--- src/rtl/eee_lpi_pkg.sv ---
package eee_lpi_pkg;
  typedef enum logic [1:0] {
    ST_ACTIVE    = 2'd0,
    ST_WAIT_LINK = 2'd1,
    ST_LPI       = 2'd2,
    ST_WAKE      = 2'd3
  } lpi_state_e;

  localparam int unsigned FLAG_TX_ENTER = 0;
  localparam int unsigned FLAG_TX_EXIT  = 1;
  localparam int unsigned FLAG_RX_ENTER = 2;
  localparam int unsigned FLAG_RX_EXIT  = 3;
  localparam int unsigned NUM_FLAGS     = 4;
endpackage

--- src/rtl/lpi_ms_div.sv ---
module lpi_ms_div #(
  parameter int unsigned TICKS_PER_MS = 1000
) (
  input  logic clk_i,
  input  logic rst_ni,
  input  logic clr_i,
  input  logic us_tick_i,
  output logic ms_tick_o
);
  localparam int unsigned DIV_W = (TICKS_PER_MS > 1) ? $clog2(TICKS_PER_MS) : 1;
  localparam logic [DIV_W-1:0] DIV_LAST = DIV_W'(TICKS_PER_MS - 1);

  logic [DIV_W-1:0] div_q;
  logic             at_last;

  assign at_last   = (div_q == DIV_LAST);
  assign ms_tick_o = !clr_i && us_tick_i && at_last;

  always_ff @(posedge clk_i or negedge rst_ni) begin
    if (!rst_ni)        div_q <= '0;
    else if (clr_i)     div_q <= '0;
    else if (us_tick_i) div_q <= at_last ? '0 : div_q + 1'b1;
  end

  assert_div_range_R3: assert property (@(posedge clk_i) disable iff (!rst_ni)
    int'(div_q) < TICKS_PER_MS);

  assert_div_restart_R4: assert property (@(posedge clk_i) disable iff (!rst_ni)
    clr_i |=> (div_q == '0));
endmodule

--- src/rtl/lpi_ls_timer.sv ---
module lpi_ls_timer #(
  parameter int unsigned LS_W = 11
) (
  input  logic            clk_i,
  input  logic            rst_ni,
  input  logic            link_i,
  input  logic            ms_tick_i,
  input  logic [LS_W-1:0] ls_val_i,
  output logic            ls_ok_o
);
  logic [LS_W-1:0] ls_cnt_q;

  // saturates at the programmed value
  always_ff @(posedge clk_i or negedge rst_ni) begin
    if (!rst_ni)                                ls_cnt_q <= '0;
    else if (!link_i)                           ls_cnt_q <= '0;
    else if (ms_tick_i && ls_cnt_q < ls_val_i)  ls_cnt_q <= ls_cnt_q + 1'b1;
  end

  assign ls_ok_o = link_i && (ls_cnt_q >= ls_val_i);

  assert_ls_restart_R4: assert property (@(posedge clk_i) disable iff (!rst_ni)
    !link_i |=> (ls_cnt_q == '0));

  assert_ls_no_skip_R3: assert property (@(posedge clk_i) disable iff (!rst_ni)
    (link_i && !ms_tick_i && $past(link_i)) |=> $stable(ls_cnt_q));
endmodule

--- src/rtl/lpi_wake_timer.sv ---
module lpi_wake_timer #(
  parameter int unsigned TW_W = 16
) (
  input  logic            clk_i,
  input  logic            rst_ni,
  input  logic            load_i,
  input  logic [TW_W-1:0] tw_val_i,
  input  logic            run_i,
  input  logic            us_tick_i,
  output logic            done_o
);
  logic [TW_W-1:0] tw_cnt_q;

  always_ff @(posedge clk_i or negedge rst_ni) begin
    if (!rst_ni)                                    tw_cnt_q <= '0;
    else if (load_i)                                tw_cnt_q <= tw_val_i;
    else if (run_i && us_tick_i && tw_cnt_q != '0)  tw_cnt_q <= tw_cnt_q - 1'b1;
  end

  assign done_o = (tw_cnt_q == '0);

  assert_tw_load_R6: assert property (@(posedge clk_i) disable iff (!rst_ni)
    load_i |=> (tw_cnt_q == $past(tw_val_i)));

  assert_tw_hold_R6: assert property (@(posedge clk_i) disable iff (!rst_ni)
    (!load_i && !us_tick_i) |=> $stable(tw_cnt_q));
endmodule

--- src/rtl/lpi_sticky_flags.sv ---
module lpi_sticky_flags #(
  parameter int unsigned N = 4
) (
  input  logic         clk_i,
  input  logic         rst_ni,
  input  logic [N-1:0] set_i,
  input  logic         rd_i,
  output logic [N-1:0] flags_o
);
  logic [N-1:0] flags_q;

  for (genvar g = 0; g < N; g++) begin : g_flag
    // a new event wins over a clearing read
    always_ff @(posedge clk_i or negedge rst_ni) begin
      if (!rst_ni)       flags_q[g] <= 1'b0;
      else if (set_i[g]) flags_q[g] <= 1'b1;
      else if (rd_i)     flags_q[g] <= 1'b0;
    end

    assert_flag_set_R7: assert property (@(posedge clk_i) disable iff (!rst_ni)
      set_i[g] |=> flags_q[g]);

    assert_flag_sticky_R7: assert property (@(posedge clk_i) disable iff (!rst_ni)
      (flags_q[g] && !rd_i) |=> flags_q[g]);
  end

  assign flags_o = flags_q;

  assert_read_clears_R8: assert property (@(posedge clk_i) disable iff (!rst_ni)
    (rd_i && set_i == '0) |=> (flags_q == '0));
endmodule

--- src/rtl/eee_lpi_ctrl.sv ---
module eee_lpi_ctrl
  import eee_lpi_pkg::*;
#(
  parameter int unsigned TICKS_PER_MS = 1000,
  parameter int unsigned TW_W         = 16,
  parameter int unsigned LS_W         = 11,
  parameter int unsigned CTRL_W       = 32
) (
  input  logic              clk_i,
  input  logic              rst_ni,
  input  logic              us_tick_i,
  input  logic              lpi_en_i,
  input  logic              link_up_i,
  input  logic              tx_pending_i,
  input  logic              rx_lpi_i,
  input  logic [CTRL_W-1:0] timer_ctrl_i,
  input  logic              stat_rd_i,
  output logic              tx_lpi_o,
  output logic              tx_ready_o,
  output logic [3:0]        status_o,
  output logic              irq_o
);
  localparam int unsigned TW_LSB = 0;
  localparam int unsigned LS_LSB = 16;
  localparam int unsigned TOP_LSB = LS_LSB + LS_W;

  lpi_state_e state_q, state_d;
  logic [TW_W-1:0] tw_val;
  logic [LS_W-1:0] ls_val;
  logic ms_tick, ls_ok, tw_done, tw_load;
  logic rx_q;
  logic [NUM_FLAGS-1:0] events;
  logic unused_ctrl_bits;

  assign tw_val = timer_ctrl_i[TW_LSB +: TW_W];
  assign ls_val = timer_ctrl_i[LS_LSB +: LS_W];
  assign unused_ctrl_bits = ^(timer_ctrl_i >> TOP_LSB);

  lpi_ms_div #(.TICKS_PER_MS(TICKS_PER_MS)) u_ms_div (
    .clk_i, .rst_ni, .clr_i(!link_up_i), .us_tick_i, .ms_tick_o(ms_tick)
  );

  lpi_ls_timer #(.LS_W(LS_W)) u_ls_timer (
    .clk_i, .rst_ni, .link_i(link_up_i), .ms_tick_i(ms_tick),
    .ls_val_i(ls_val), .ls_ok_o(ls_ok)
  );

  lpi_wake_timer #(.TW_W(TW_W)) u_wake_timer (
    .clk_i, .rst_ni, .load_i(tw_load), .tw_val_i(tw_val),
    .run_i(state_q == ST_WAKE), .us_tick_i, .done_o(tw_done)
  );

  always_comb begin
    state_d = state_q;
    unique case (state_q)
      ST_ACTIVE:    if (lpi_en_i && !tx_pending_i) state_d = ST_WAIT_LINK;
      ST_WAIT_LINK: if (!lpi_en_i || tx_pending_i) state_d = ST_ACTIVE;
                    else if (ls_ok)                state_d = ST_LPI;
      ST_LPI:       if (!lpi_en_i || tx_pending_i || !link_up_i) state_d = ST_WAKE;
      ST_WAKE:      if (tw_done) state_d = ST_ACTIVE;
      default:      state_d = ST_ACTIVE;
    endcase
  end

  always_ff @(posedge clk_i or negedge rst_ni) begin
    if (!rst_ni) begin
      state_q <= ST_ACTIVE;
      rx_q    <= 1'b0;
    end else begin
      state_q <= state_d;
      rx_q    <= rx_lpi_i;
    end
  end

  assign tw_load = (state_q == ST_LPI) && (state_d == ST_WAKE);

  assign events[FLAG_TX_ENTER] = (state_q != ST_LPI) && (state_d == ST_LPI);
  assign events[FLAG_TX_EXIT]  = tw_load;
  assign events[FLAG_RX_ENTER] = rx_lpi_i && !rx_q;
  assign events[FLAG_RX_EXIT]  = !rx_lpi_i && rx_q;

  lpi_sticky_flags #(.N(NUM_FLAGS)) u_flags (
    .clk_i, .rst_ni, .set_i(events), .rd_i(stat_rd_i), .flags_o(status_o)
  );

  assign tx_lpi_o   = (state_q == ST_LPI);
  assign tx_ready_o = (state_q == ST_ACTIVE) || (state_q == ST_WAIT_LINK);
  assign irq_o      = |status_o;

  assert_entry_guard_R3: assert property (@(posedge clk_i) disable iff (!rst_ni)
    $rose(tx_lpi_o) |-> $past(lpi_en_i && link_up_i && !tx_pending_i && ls_ok));

  assert_lpi_leave_R5: assert property (@(posedge clk_i) disable iff (!rst_ni)
    (tx_lpi_o && (tx_pending_i || !lpi_en_i || !link_up_i)) |=> !tx_lpi_o);

  assert_wake_hold_R6: assert property (@(posedge clk_i) disable iff (!rst_ni)
    $fell(tx_lpi_o) |-> !tx_ready_o);

  assert_tx_entry_flag_R7: assert property (@(posedge clk_i) disable iff (!rst_ni)
    $rose(tx_lpi_o) |-> status_o[FLAG_TX_ENTER]);

  assert_irq_follows_R9: assert property (@(posedge clk_i) disable iff (!rst_ni)
    $rose(irq_o) |-> $past(|events));
endmodule

--- config.mk ---
export PLATFORM = sky130hd
export DESIGN_NAME = eee_lpi_ctrl
export DESIGN_NICKNAME = d
export VERILOG_FILES = /design/src/rtl/eee_lpi_pkg.sv /design/src/rtl/lpi_ms_div.sv /design/src/rtl/lpi_ls_timer.sv /design/src/rtl/lpi_wake_timer.sv /design/src/rtl/lpi_sticky_flags.sv /design/src/rtl/eee_lpi_ctrl.sv
export SDC_FILE = /design/constraint.sdc
export NUM_CORES = 1
export LEC_CHECK = 0
export BUFFER_PORTS_ARGS = -buffer_cell sky130_fd_sc_hd__clkbuf_2
export CORE_UTILIZATION = 56
export DETAILED_ROUTE_END_ITERATION = 16
export MAX_ROUTING_LAYER = met4
export PLACE_DENSITY = 0.8
export SETUP_SLACK_MARGIN = 0.1
export SLEW_MARGIN = 15
export SYNTH_ARGS = -nofsm -noshare
export SYNTH_HDL_FRONTEND = slang
export SYNTH_SLANG_ARGS = --single-unit
--- constraint.sdc ---
create_clock -name clk_i -period 3 [get_ports clk_i]
set_input_delay 0.45 -clock clk_i [delete_from_list [all_inputs] [get_ports clk_i]]
set_output_delay 0.45 -clock clk_i [all_outputs]
set_load 0.1 [all_outputs]
[After elaboration in Yosys (flattened, before gate mapping)]
Index checks and enable logic that the tools add are counted.
Storage, ports and cells
  memories kept: 0
  logic and storage cells: 69
  latch bits: 0
  bits in read-only memories: 0
  bits of input ports: 40
  register bits: 44
  bits in writable memories: 0
Operators by class
  multiply operators: 0
  muxes and demuxes: 18
  equality and inequality tests: 9
  bitwise operators: 0
  reductions and logical operators: 28
  divide/modulo/power cells: 0
  shifts and indexed selects: 0
  $add $sub $neg: 3
  order comparisons: 2
Operators with widths (count)
  $mux 16: 2
  $mux 10: 3
  $mux 11: 2
  $logic_not 16->1: 1
  $reduce_bool 16->1: 1
  $sub 16x1->16 const B: 1
  $add 11x1->11 const B: 1
  $ge 11x11->1: 1
  $logic_and 1x1->1: 11
  $lt 11x11->1: 1
  $add 10x1->10 const B: 1
  $eq 10x10->1 const B: 1
  $mux 2: 5
  $reduce_bool 2->1: 5
  $eq 2x2->1 const B: 4
  $pmux 2 s4: 1
  $logic_not 1->1: 5
  $mux 1: 5
  $ne 2x2->1 const B: 2
  $reduce_or 4->1: 1
  $logic_or 1x1->1: 3
  $eq 2x1->1 const B: 1
  $logic_not 2->1: 1
  $ne 2x1->1 const B: 1

[Longest topological paths before layout]
Gate-level depths: netlist (run 1).
  depth in word-level cells: 8
  depth in mapped cells: 8
  gate-level depth less buffers: 7

[Hierarchy]
From an unflattened synthesis (run 1), not the netlist that was laid out.
Unflattened totals
  cell total of the unflattened synthesis: 324
  area, all modules: 2912.8 um2
Modules (own cells, without submodules)
  lpi_wake_timer: instances 1, cells an instance 127, area an instance 1067.3 um2
  lpi_ls_timer: instances 1, cells an instance 110, area an instance 955.9 um2
  lpi_ms_div: instances 1, cells an instance 59, area an instance 573.0 um2
  eee_lpi_ctrl: instances 1, cells an instance 19, area an instance 182.7 um2
  lpi_sticky_flags: instances 1, cells an instance 9, area an instance 133.9 um2

[Worst setup path before layout (run 1)]
OpenSTA, ideal clock, no wires.
  kind: flip-flop to flip-flop
  start point: register state_q[1]
  end point: register u_wake_timer.tw_cnt_q[11]
  period minus slack after synthesis: 2.990 ns
  setup time: 0.124 ns
  arrival time: 2.866 ns
  slack: 0.010 ns
  cell stages (with the launch flop): 6
  path buffers: 1
  cells stage by stage: dfrtp_1 > buf_2 > nor2b_1 > nand2_1 > o211a_1 > a211o_1
On the way
  elaborated cells between the ends (all ways): 16
RTL lines
  start, declared: line eee_lpi_ctrl.sv:27  | lpi_state_e state_q, state_d;
  start signal, assigned: line eee_lpi_ctrl.sv:70  | state_q <= state_d;
  $eq 2x2->1 (*)
  net tx_lpi_o: line eee_lpi_ctrl.sv:18  | output logic tx_lpi_o,
  $pmux 2 s4: line eee_lpi_ctrl.sv:55  | unique case (state_q)
  $eq 2x2->1: line eee_lpi_ctrl.sv:75  | assign tw_load = (state_q == ST_LPI) && (state_d == ST_WAKE);
  $logic_and 1x1->1 (*): line eee_lpi_ctrl.sv:75
  $mux 16 / $reduce_bool 2->1 (equally long branches)
  end signal, assigned: line lpi_wake_timer.sv:16  | else if (load_i) tw_cnt_q <= tw_val_i;
  end signal, assigned: line lpi_wake_timer.sv:17  | else if (run_i && us_tick_i && tw_cnt_q != '0) tw_cnt_q <= tw_cnt_q - 1'b1;
  end, declared: line lpi_wake_timer.sv:12  | logic [TW_W-1:0] tw_cnt_q;
Mark *: on every way through the listed nets, which the timed path passes. The rest lies on a longest branch.
A chain may end at the register's enable or synchronous reset.

[Worst setup path after layout (run 1)]
  start point: register u_ls_timer.ls_cnt_q[6]
  end point: register u_ls_timer.ls_cnt_q[5]
On the way
  cells in the longest elaborated chain, start to end: 3
RTL lines
  start, declared: line lpi_ls_timer.sv:11  | logic [LS_W-1:0] ls_cnt_q;
  start signal, assigned: line lpi_ls_timer.sv:17  | else if (ms_tick_i && ls_cnt_q < ls_val_i) ls_cnt_q <= ls_cnt_q + 1'b1;
  $lt 11x11->1: line lpi_ls_timer.sv:17
  $logic_and 1x1->1: line lpi_ls_timer.sv:17
  $ne 2x1->1 (no source line)
No other way between the ends.

==> results.rst, run 1 <==
.. list-table::
   :header-rows: 1

   * - Metric
     - Value
   * - Average cell area after synthesis
     - 9.06 um^2
   * - Library cells used by synthesis
     - 55
   * - WL/cell
     - 14.7 um
   * - Drt pass-1 iters
     - 5
   * - Global placer's final weighted congestion
     - 0.892
   * - Wire length of the first global-routing pass
     - 10,100 um
   * - Length of routed wiring on met1
     - 2880 um
   * - Mapped Area
     - 0.00271 mm^2
   * - Remaining routing DRC violations
     - 0
   * - Post-synthesis cell type with the largest combined area
     - sky130_fd_sc_hd__dfrtp_1
   * - TritonCTS clock tree
     - built
   * - Routed wire length
     - ~5800 um
   * - Kind of start point of the critical path
     - register
   * - Horiz. Die Dim
     - roughly 72 um
   * - Final slew viol count
     - 0
   * - Total power of the final layout
     - 1.58 mW
   * - CTS sink count
     - 44
   * - Synthesized netlist net count
     - 353
   * - Metal3 WL
     - between 300 and 400 um
   * - Fill count
     - 360
   * - Power density over the cells
     - 510 mW/mm^2
   * - Reported max-cap violation count
     - 0
   * - Die footprint
     - 0.00512 mm^2
   * - Layout cells sized above 1
     - 0.169
   * - CP Capture Type
     - register
   * - Global Route Usage Sum
     - 0.260
   * - Number of buffers inserted by hold repair at cts
     - 0
   * - Post-CTS resize count
     - 0
   * - Reg clk slew, reported paths
     - 0.08 ns
   * - Inserted Diodes
     - 0
   * - Sequential-to-total area share from yosys stat
     - 0.406
   * - Critical Path Fanout Max
     - 18
   * - Endpoints failing hold
     - 0
   * - Cell chosen for the clock root
     - sky130_fd_sc_hd__clkbuf_8
   * - Final worst hold slack
     - 0.111 ns
   * - Ys flop type
     - sky130_fd_sc_hd__dfrtp_1
   * - Transition time of the tightest slew-check pin
     - about 0.77 ns
   * - Maximum frequency from static timing analysis
     - 421 MHz
   * - Max Root-Sink Buffers
     - 2
   * - Postcts setup bufs
     - 0
   * - Setup-violating endpoint count in the final report
     - 0
   * - Clock period minus worst slack
     - 2.37 ns
   * - Sum Neg Setup Slack
     - 0 ns
   * - Core Util, Final
     - 0.688
   * - Clk_lat worst skew
     - 0.30 ns
   * - Via count of the first global-routing pass
     - about 2,200
   * - Relative slew slack
     - 0.483
   * - Number of H-tree branching levels
     - 2
   * - Number of synthesized register bits
     - 44
   * - Die extent in y
     - 71.6 um
   * - Std-Cell Rows
     - 24
   * - Count of input and output buffers
     - 41
   * - Top post-synthesis cells by area
     - sky130_fd_sc_hd__dfrtp_1 (41%), sky130_fd_sc_hd__ha_1 (6.5%), sky130_fd_sc_hd__nand2_1 (4.6%)
   * - Share of the synthesized area in the top cell type
     - 0.406
   * - DRT antenna net count
     - 0
   * - Initial DRC count
     - 200
   * - Total overflow reported by the global router
     - 0
   * - Antenna violations before repair
     - 0
   * - RSZ-0062 raised after global routing
     - false
   * - Ordered list of cells on the worst path
     - ha_1 > a211oi_1 > o21ai_0 > a221o_1 > o311ai_0 > o41ai_1
   * - Routed via count divided by cell count
     - around 6.2
   * - VDD IR max
     - 0.000303 V
   * - Class of the most critical setup path
     - register to register
   * - DR WL met2
     - 2520 um
   * - Layout-stage area growth over the synthesis result
     - 14.3%
   * - Top-level I/O count
     - 47
   * - Count of mapped cells out of synthesis
     - 299
   * - Largest net degree at the start of global routing
     - 25
   * - Inserted Clock Buffers
     - 5
   * - Biggest cell delay along the critical path
     - 0.54 ns
   * - Largest clock skew in the final design
     - 0.00333 ns
   * - CP max stage cell
     - sky130_fd_sc_hd__a221o_1
   * - Core Footprint
     - 0.00450 mm^2
   * - Fraction of registers with async set or reset after synthesis
     - 1.00
   * - Count of cells along the worst register-to-register path
     - 6
   * - Effective utilization at floorplan
     - 0.602
   * - Leak
     - 1.42 nW
   * - Period Utilization, post-route
     - 0.791
   * - Status
     - finished clean
   * - Arrival time at the worst endpoint
     - about 2.5 ns
   * - Required time reported for the critical path endpoint
     - 3.16 ns
   * - Highest routing layer actually used
     - met4
   * - Number of warnings reported in the yosys synthesis log
     - 0
   * - Number of synthesized flops with an enable pin
     - 0
   * - Fin nets
     - 396
   * - HPWL reported at the end of detailed placement
     - approximately 4300 um
   * - Class of the worst hold path
     - primary input to async pin
   * - Via count
     - between 2,000 and 2,500
metal layers:
metal	vias up	global-route usage
met5	-	-
met4	0	0.0588
met3	6	0.0464
met2	80	0.407
met1	1153	0.355
li1	1215	-
cells by family after synthesis:
group,share of synthesized area
mux,0.0185
fa+ha+maj,0.0646
compound gates,0.207
xor+xnor,0.0259
simple gates,0.235
flops,0.406
buf+inv,0.0425
critical path: cells and delay by family, from the launching register on:
kind                       cells  cell delay [ns]
DFF                            1             0.41
AOI/OAI and AO/OA              5             1.52
adders and majority gates      1             0.30
registers in the layout, indices dropped and copies added (netlist names):
| register | cells |
|---|---|
| rx_q | 1 |
| state_q | 2 |
| u_flags.flags_o | 4 |
| u_ls_timer.ls_cnt_q | 11 |
| u_ms_div.div_q | 10 |
| u_wake_timer.tw_cnt_q | 16 |
where the power goes:
group	switching [mW]	total [mW]	internal [mW]	leakage (nW)
Sequential	0.102	0.779	0.677	0.565
Combinational	0.181	0.317	0.135	0.792
Clock	0.213	0.485	0.272	0.0614
cells in the final DEF (no fill, tap or decap), types with 4 or more instances in the layout:
cell type,n
sky130_fd_sc_hd__o41ai_1,9
sky130_fd_sc_hd__and3_1,5
sky130_fd_sc_hd__ha_1,14
sky130_fd_sc_hd__o311ai_0,7
sky130_fd_sc_hd__nand2_1,33
sky130_fd_sc_hd__a21oi_1,10
sky130_fd_sc_hd__nor2_1,18
sky130_fd_sc_hd__mux2i_1,5
sky130_fd_sc_hd__nor3_1,5
sky130_fd_sc_hd__nand2b_1,9
sky130_fd_sc_hd__o21ai_1,4
sky130_fd_sc_hd__o21ai_0,13
sky130_fd_sc_hd__inv_1,21
sky130_fd_sc_hd__or3_1,7
sky130_fd_sc_hd__xor2_1,6
sky130_fd_sc_hd__o31ai_1,6
sky130_fd_sc_hd__nand4_1,5
sky130_fd_sc_hd__clkbuf_2,41
sky130_fd_sc_hd__nor4_1,5
sky130_fd_sc_hd__dfrtp_1,44
sky130_fd_sc_hd__clkbuf_8,6
sky130_fd_sc_hd__a31oi_1,4
sky130_fd_sc_hd__nand3_1,16
sky130_fd_sc_hd__buf_4,4
area by class of cell:
class                      instances  area [um^2]  share of cell area
sequential                        44         1100               0.355
inverter                          21         78.8              0.0254
timing repair buffer              45          235              0.0759
tap                               52         65.1              0.0210
multi-input combinational        225         1500               0.483
clock buffer                       6         82.6              0.0267
clock inverter                     2         38.8              0.0125
final timing paths:
kind | from | endpoint | slack (ns)
max in group asynchronous | rst_ni | u_ls_timer.ls_cnt_q[6]$_DFFE_PN0P_ | 2.17
hold / removal | rst_ni | u_ls_timer.ls_cnt_q[5]$_DFFE_PN0P_ | 0.11
setup reg to reg | u_ls_timer.ls_cnt_q[6]$_DFFE_PN0P_ | u_ls_timer.ls_cnt_q[5]$_DFFE_PN0P_ | 0.63
hold reg to reg | rx_q$_DFF_PN0_ | u_flags.flags_o[2]$_DFFE_PN0P_ | 0.47
min in group clk_i | rx_lpi_i | rx_q$_DFF_PN0_ | 0.26
setup / recovery | u_ls_timer.ls_cnt_q[6]$_DFFE_PN0P_ | u_ls_timer.ls_cnt_q[5]$_DFFE_PN0P_ | 0.63
Yosys cell counts, types with 2 or more instances:
cell type,n
sky130_fd_sc_hd__dfrtp_1,44
sky130_fd_sc_hd__inv_1,21
sky130_fd_sc_hd__or3_1,7
sky130_fd_sc_hd__and4_1,3
sky130_fd_sc_hd__o21ai_1,4
sky130_fd_sc_hd__ha_1,14
sky130_fd_sc_hd__nand3_1,16
sky130_fd_sc_hd__a31oi_1,4
sky130_fd_sc_hd__nor2b_1,2
sky130_fd_sc_hd__o41ai_1,9
sky130_fd_sc_hd__o22ai_1,2
sky130_fd_sc_hd__a21oi_1,10
sky130_fd_sc_hd__buf_2,2
sky130_fd_sc_hd__a21o_1,2
sky130_fd_sc_hd__nor3_1,5
sky130_fd_sc_hd__mux2i_1,5
sky130_fd_sc_hd__nand4_1,5
sky130_fd_sc_hd__a22o_1,2
sky130_fd_sc_hd__nor2_1,18
sky130_fd_sc_hd__xnor2_1,2
sky130_fd_sc_hd__nand2_1,33
sky130_fd_sc_hd__o21ai_0,13
sky130_fd_sc_hd__and3_1,5
sky130_fd_sc_hd__nand2b_1,9
sky130_fd_sc_hd__clkbuf_1,7
sky130_fd_sc_hd__o31ai_1,6
sky130_fd_sc_hd__xor2_1,6
sky130_fd_sc_hd__o211ai_1,3
sky130_fd_sc_hd__nor4_1,5
sky130_fd_sc_hd__o311ai_1,2
sky130_fd_sc_hd__o311ai_0,7
sky130_fd_sc_hd__or4_1,3
metrics by stage:
step / std cells / instance area, um^2 / worst slack (ns)
finish: 395 / 3100 / 0.626
global route: 395 / 3100 / 0.384
CTS: 395 / 3100 / 0.643
detailed placement: 387 / 2980 / 0.469
global placement: 387 / 2980 / 0.533
floorplan: 299 / 2710 / 0.691
No activity file was read; power rests on OpenSTA's default activity.
==> run 2, diff against run 1 <==
--- a/config.mk
+++ b/config.mk
@@ -6,10 +6,10 @@
 export NUM_CORES = 1
 export LEC_CHECK = 0
 export BUFFER_PORTS_ARGS = -buffer_cell sky130_fd_sc_hd__clkbuf_2
-export CORE_UTILIZATION = 56
+export CORE_UTILIZATION = 51
 export DETAILED_ROUTE_END_ITERATION = 16
 export MAX_ROUTING_LAYER = met4
-export PLACE_DENSITY = 0.8
+export PLACE_DENSITY = 0.77
 export SETUP_SLACK_MARGIN = 0.1
 export SLEW_MARGIN = 15
 export SYNTH_ARGS = -nofsm -noshare
==> constraint.sdc (replaced) <==
create_clock -name clk_i -period 1.92 [get_ports clk_i]
set_input_delay 0.288 -clock clk_i [delete_from_list [all_inputs] [get_ports clk_i]]
set_output_delay 0.288 -clock clk_i [all_outputs]
set_load 0.1 [all_outputs]
==> run 2 against run 1 <==
  * First-iteration DRC count is 48% higher
  * Core utilization is 11 points higher
  * Die area is 9.5% higher
  * Highest routed layer unchanged
  * Global-route usage is 4.1 points higher
  * Register-to-register slack worse by 0.80 ns
  * Critical path depth stayed put
  * Sequential share of layout area is 8.4 points lower
  * The flow now finishes with violations (negative setup slack)
  * Worst hold slack worse by 0.019 ns
  * Clock power is 25% higher
  * Sequential power is 59% higher
  * Setup slack worse by 0.80 ns
==> results.rst, run 2 (synthesis gave the netlist of run 1 again) <==
.. list-table::
   :header-rows: 1

   * - Metric
     - Value
   * - Status
     - complete, but fails checks
   * - Violated checks
     - negative setup slack
   * - Via count of the first global-routing pass
     - 2,554 (+15%)
   * - Effective utilization at floorplan
     - 0.531 (-0.0710)
   * - Endpoints failing hold
     - 0 (unchanged)
   * - Area of the multi-input gates
     - 0.00195 mm^2 (+30%)
   * - Inserted Clock Buffers
     - 5 (unchanged)
   * - Leading cell types in the layout, fill and taps excluded
     - sky130_fd_sc_hd__buf_4 (52), sky130_fd_sc_hd__clkbuf_2 (39), sky130_fd_sc_hd__dfrtp_1 (39)
   * - Total overflow reported by the global router
     - 0 (unchanged)
   * - Final slew viol count
     - 0 (unchanged)
   * - Leak
     - 1.78 nW (+26%)
   * - Sum Neg Setup Slack
     - -1.92 ns (-1.92 ns)
   * - Final Worst Setup Slack
     - -0.174 ns (-0.800 ns)
   * - RSZ-0062 raised after global routing
     - true
   * - Register with the most flip-flops
     - u_wake_timer.tw_cnt_q
   * - Transition time of the tightest slew-check pin
     - 0.618 ns (-0.156 ns)
   * - Reported max-cap violation count
     - 0 (unchanged)
   * - WL/cell
     - 19.3 um (+32%)
   * - Max Root-Sink Buffers
     - 2 (unchanged)
   * - Cell chosen for the clock root
     - sky130_fd_sc_hd__clkbuf_8
   * - Clock period minus worst slack
     - 2.09 ns (-0.280 ns)
   * - Layout-stage area growth over the synthesis result
     - 50.3%
   * - Antenna violations before repair
     - 0 (unchanged)
   * - Total power of the final layout
     - 2.67 mW (+69%)
   * - Ordered list of cells on the worst path
     - ha_4 > a211oi_2 > o21ai_2 > a221o_2 > nor4_2 > mux2i_1
   * - Critical R2R Launch
     - u_ls_timer.ls_cnt_q[6]$_DFFE_PN0P_
   * - Kind of start point of the critical path
     - register
   * - Drt pass-1 iters
     - 5 (unchanged)
   * - Worst-case setup slack after placement
     - -0.253 ns (-0.723 ns)
   * - Crit. path cell count
     - 6 (unchanged)
   * - Most common library cell in the layout ignoring fill and taps
     - sky130_fd_sc_hd__buf_4
   * - Worst setup startpoint
     - u_ls_timer.ls_cnt_q[6]$_DFFE_PN0P_
   * - Count of cells along the worst register-to-register path
     - 6 (unchanged)
   * - VDD IR max
     - 0.000681 V (+120%)
   * - Global placer's final weighted congestion
     - 0.917 (+2.8%)
   * - Initial DRC count
     - 295 (+48%)
   * - Setup-violating endpoint count in the final report
     - 15 (+15)
   * - Remaining routing DRC violations
     - 0 (unchanged)
   * - Wire length of the first global-routing pass
     - 12,000 um (+19%)
   * - Number of buffer and inverter stages on the critical path
     - 0 (unchanged)
   * - Count of input and output buffers
     - 41 (unchanged)
   * - Global Route Usage Sum
     - 0.301 (+0.0412)
   * - Std-Cell Rows
     - 26 (+8.3%)
   * - Largest net degree at the start of global routing
     - 24 (-4.0%)
   * - HPWL reported at the end of detailed placement
     - 4920 um (+15%)
   * - Core Footprint
     - 0.00511 mm^2 (+13%)
   * - CTS sink count
     - 44 (unchanged)
   * - Post-route cell area
     - 0.00407 mm^2 (+32%)
   * - Largest clock skew in the final design
     - 0.00828 ns (+0.00495 ns)
   * - Routed wire length
     - 9150 um (+58%)
   * - Die extent in y
     - 74.9 um (+4.7%)
   * - Fill count
     - 299 (-17%)
   * - Arrival time at the worst endpoint
     - 2.33 ns (-0.21 ns)
   * - Maximum frequency from static timing analysis
     - 478 MHz (+13%)
   * - Clk_lat worst skew
     - 0.32 ns (+0.02 ns)
   * - Class of the most critical setup path
     - register to register
   * - CP Capture Type
     - register
   * - Worst hold path cell count
     - 1
   * - Inserted Diodes
     - 0 (unchanged)
   * - Routed via count divided by cell count
     - 6.30 (+1.4%)
   * - Period Utilization, post-route
     - 1.09 (+0.299)
   * - Reg2Reg Setup Slack
     - -0.17 ns (-0.80 ns)
   * - Class of the worst hold path
     - primary input to register
   * - Placed Area
     - 0.00333 mm^2 (+12%)
   * - Via count
     - 2,987 (+22%)
   * - Die footprint
     - 0.00561 mm^2 (+9.5%)
   * - Critical Path Fanout Max
     - 5 (-13)
   * - DRT antenna net count
     - 0 (unchanged)
   * - TritonCTS clock tree
     - built
   * - Horiz. Die Dim
     - 74.9 um (+4.7%)
   * - Hold Crit Start
     - rx_lpi_i
   * - Register area
     - 0.00111 mm^2 (+0.57%)
   * - Final worst hold slack
     - 0.0924 ns (-0.0189 ns)
   * - Required time reported for the critical path endpoint
     - 2.16 ns (-1.00 ns)
   * - Relative slew slack
     - 0.588 (+0.105)
   * - CP max stage cell
     - sky130_fd_sc_hd__a221o_2
   * - Kind of cell with the highest combined delay on the critical path
     - compound AO/OA/AOI/OAI gates
   * - Top-level I/O count
     - 47 (unchanged)
   * - Power density over the cells
     - 655 mW/mm^2 (+28%)
   * - Layout cells sized above 1
     - 0.436 (+0.267)
   * - Number of flip-flops in the largest register
     - 16 (unchanged)
   * - Number of H-tree branching levels
     - 2 (unchanged)
   * - Biggest cell delay along the critical path
     - 0.47 ns (-0.07 ns)
   * - Registers with the highest flip-flop counts
     - u_wake_timer.tw_cnt_q (16), u_ls_timer.ls_cnt_q (11), u_ms_div.div_q (10)
   * - Reg clk slew, reported paths
     - 0.09 ns (about the same)
   * - Fin nets
     - 457 (+15%)
## run 2: worst paths after layout
check / end
setup / recovery: u_ls_timer.ls_cnt_q[10]$_DFFE_PN0P_
hold / removal: rx_q$_DFF_PN0_
setup reg to reg: u_ls_timer.ls_cnt_q[10]$_DFFE_PN0P_
hold reg to reg: u_flags.flags_o[2]$_DFFE_PN0P_
max in group asynchronous: u_wake_timer.tw_cnt_q[7]$_DFFE_PN0P_
min in group asynchronous: u_ls_timer.ls_cnt_q[0]$_DFFE_PN0P_
## run 2: area by class of cell
cell class                 instances  area share
sequential                        44       0.272
clock inverter                     1     0.00215
timing repair buffer             106       0.188
tap                               70      0.0215
clock buffer                       7      0.0187
inverter                          21      0.0193
multi-input combinational        225       0.479
## run 2: per-stage QoR
step	cells	util
after floorplan	299	-
after global placement	445	0.653
after detailed placement	445	0.653
after CTS	464	0.743
after global routing	474	0.798
final	474	0.798
## run 2: report_power, final
group	internal (mW)	switching (mW)
logic	0.389	0.436
clock network	0.261	0.344
registers	1.06	0.178
## run 2: repair_timing
action                     in CTS  in global routing
gates cloned                    2                  1
gates resized for setup        55                 43
hold endpoints to repair       11                  0
pin swaps                      20                 17
buffers inserted                8                  9
setup endpoints to repair      26                 32
hold buffers                    1                  0
## run 2: layer usage
metal	vias up	global-route usage	wire (um)	part of all wire
met3	30	0.0549	728	0.080
li1	1332	-	-	-
met1	1462	0.394	3710	0.41
met4	0	0.124	263	0.029
met5	-	-	0	0
met2	163	0.460	4450	0.49
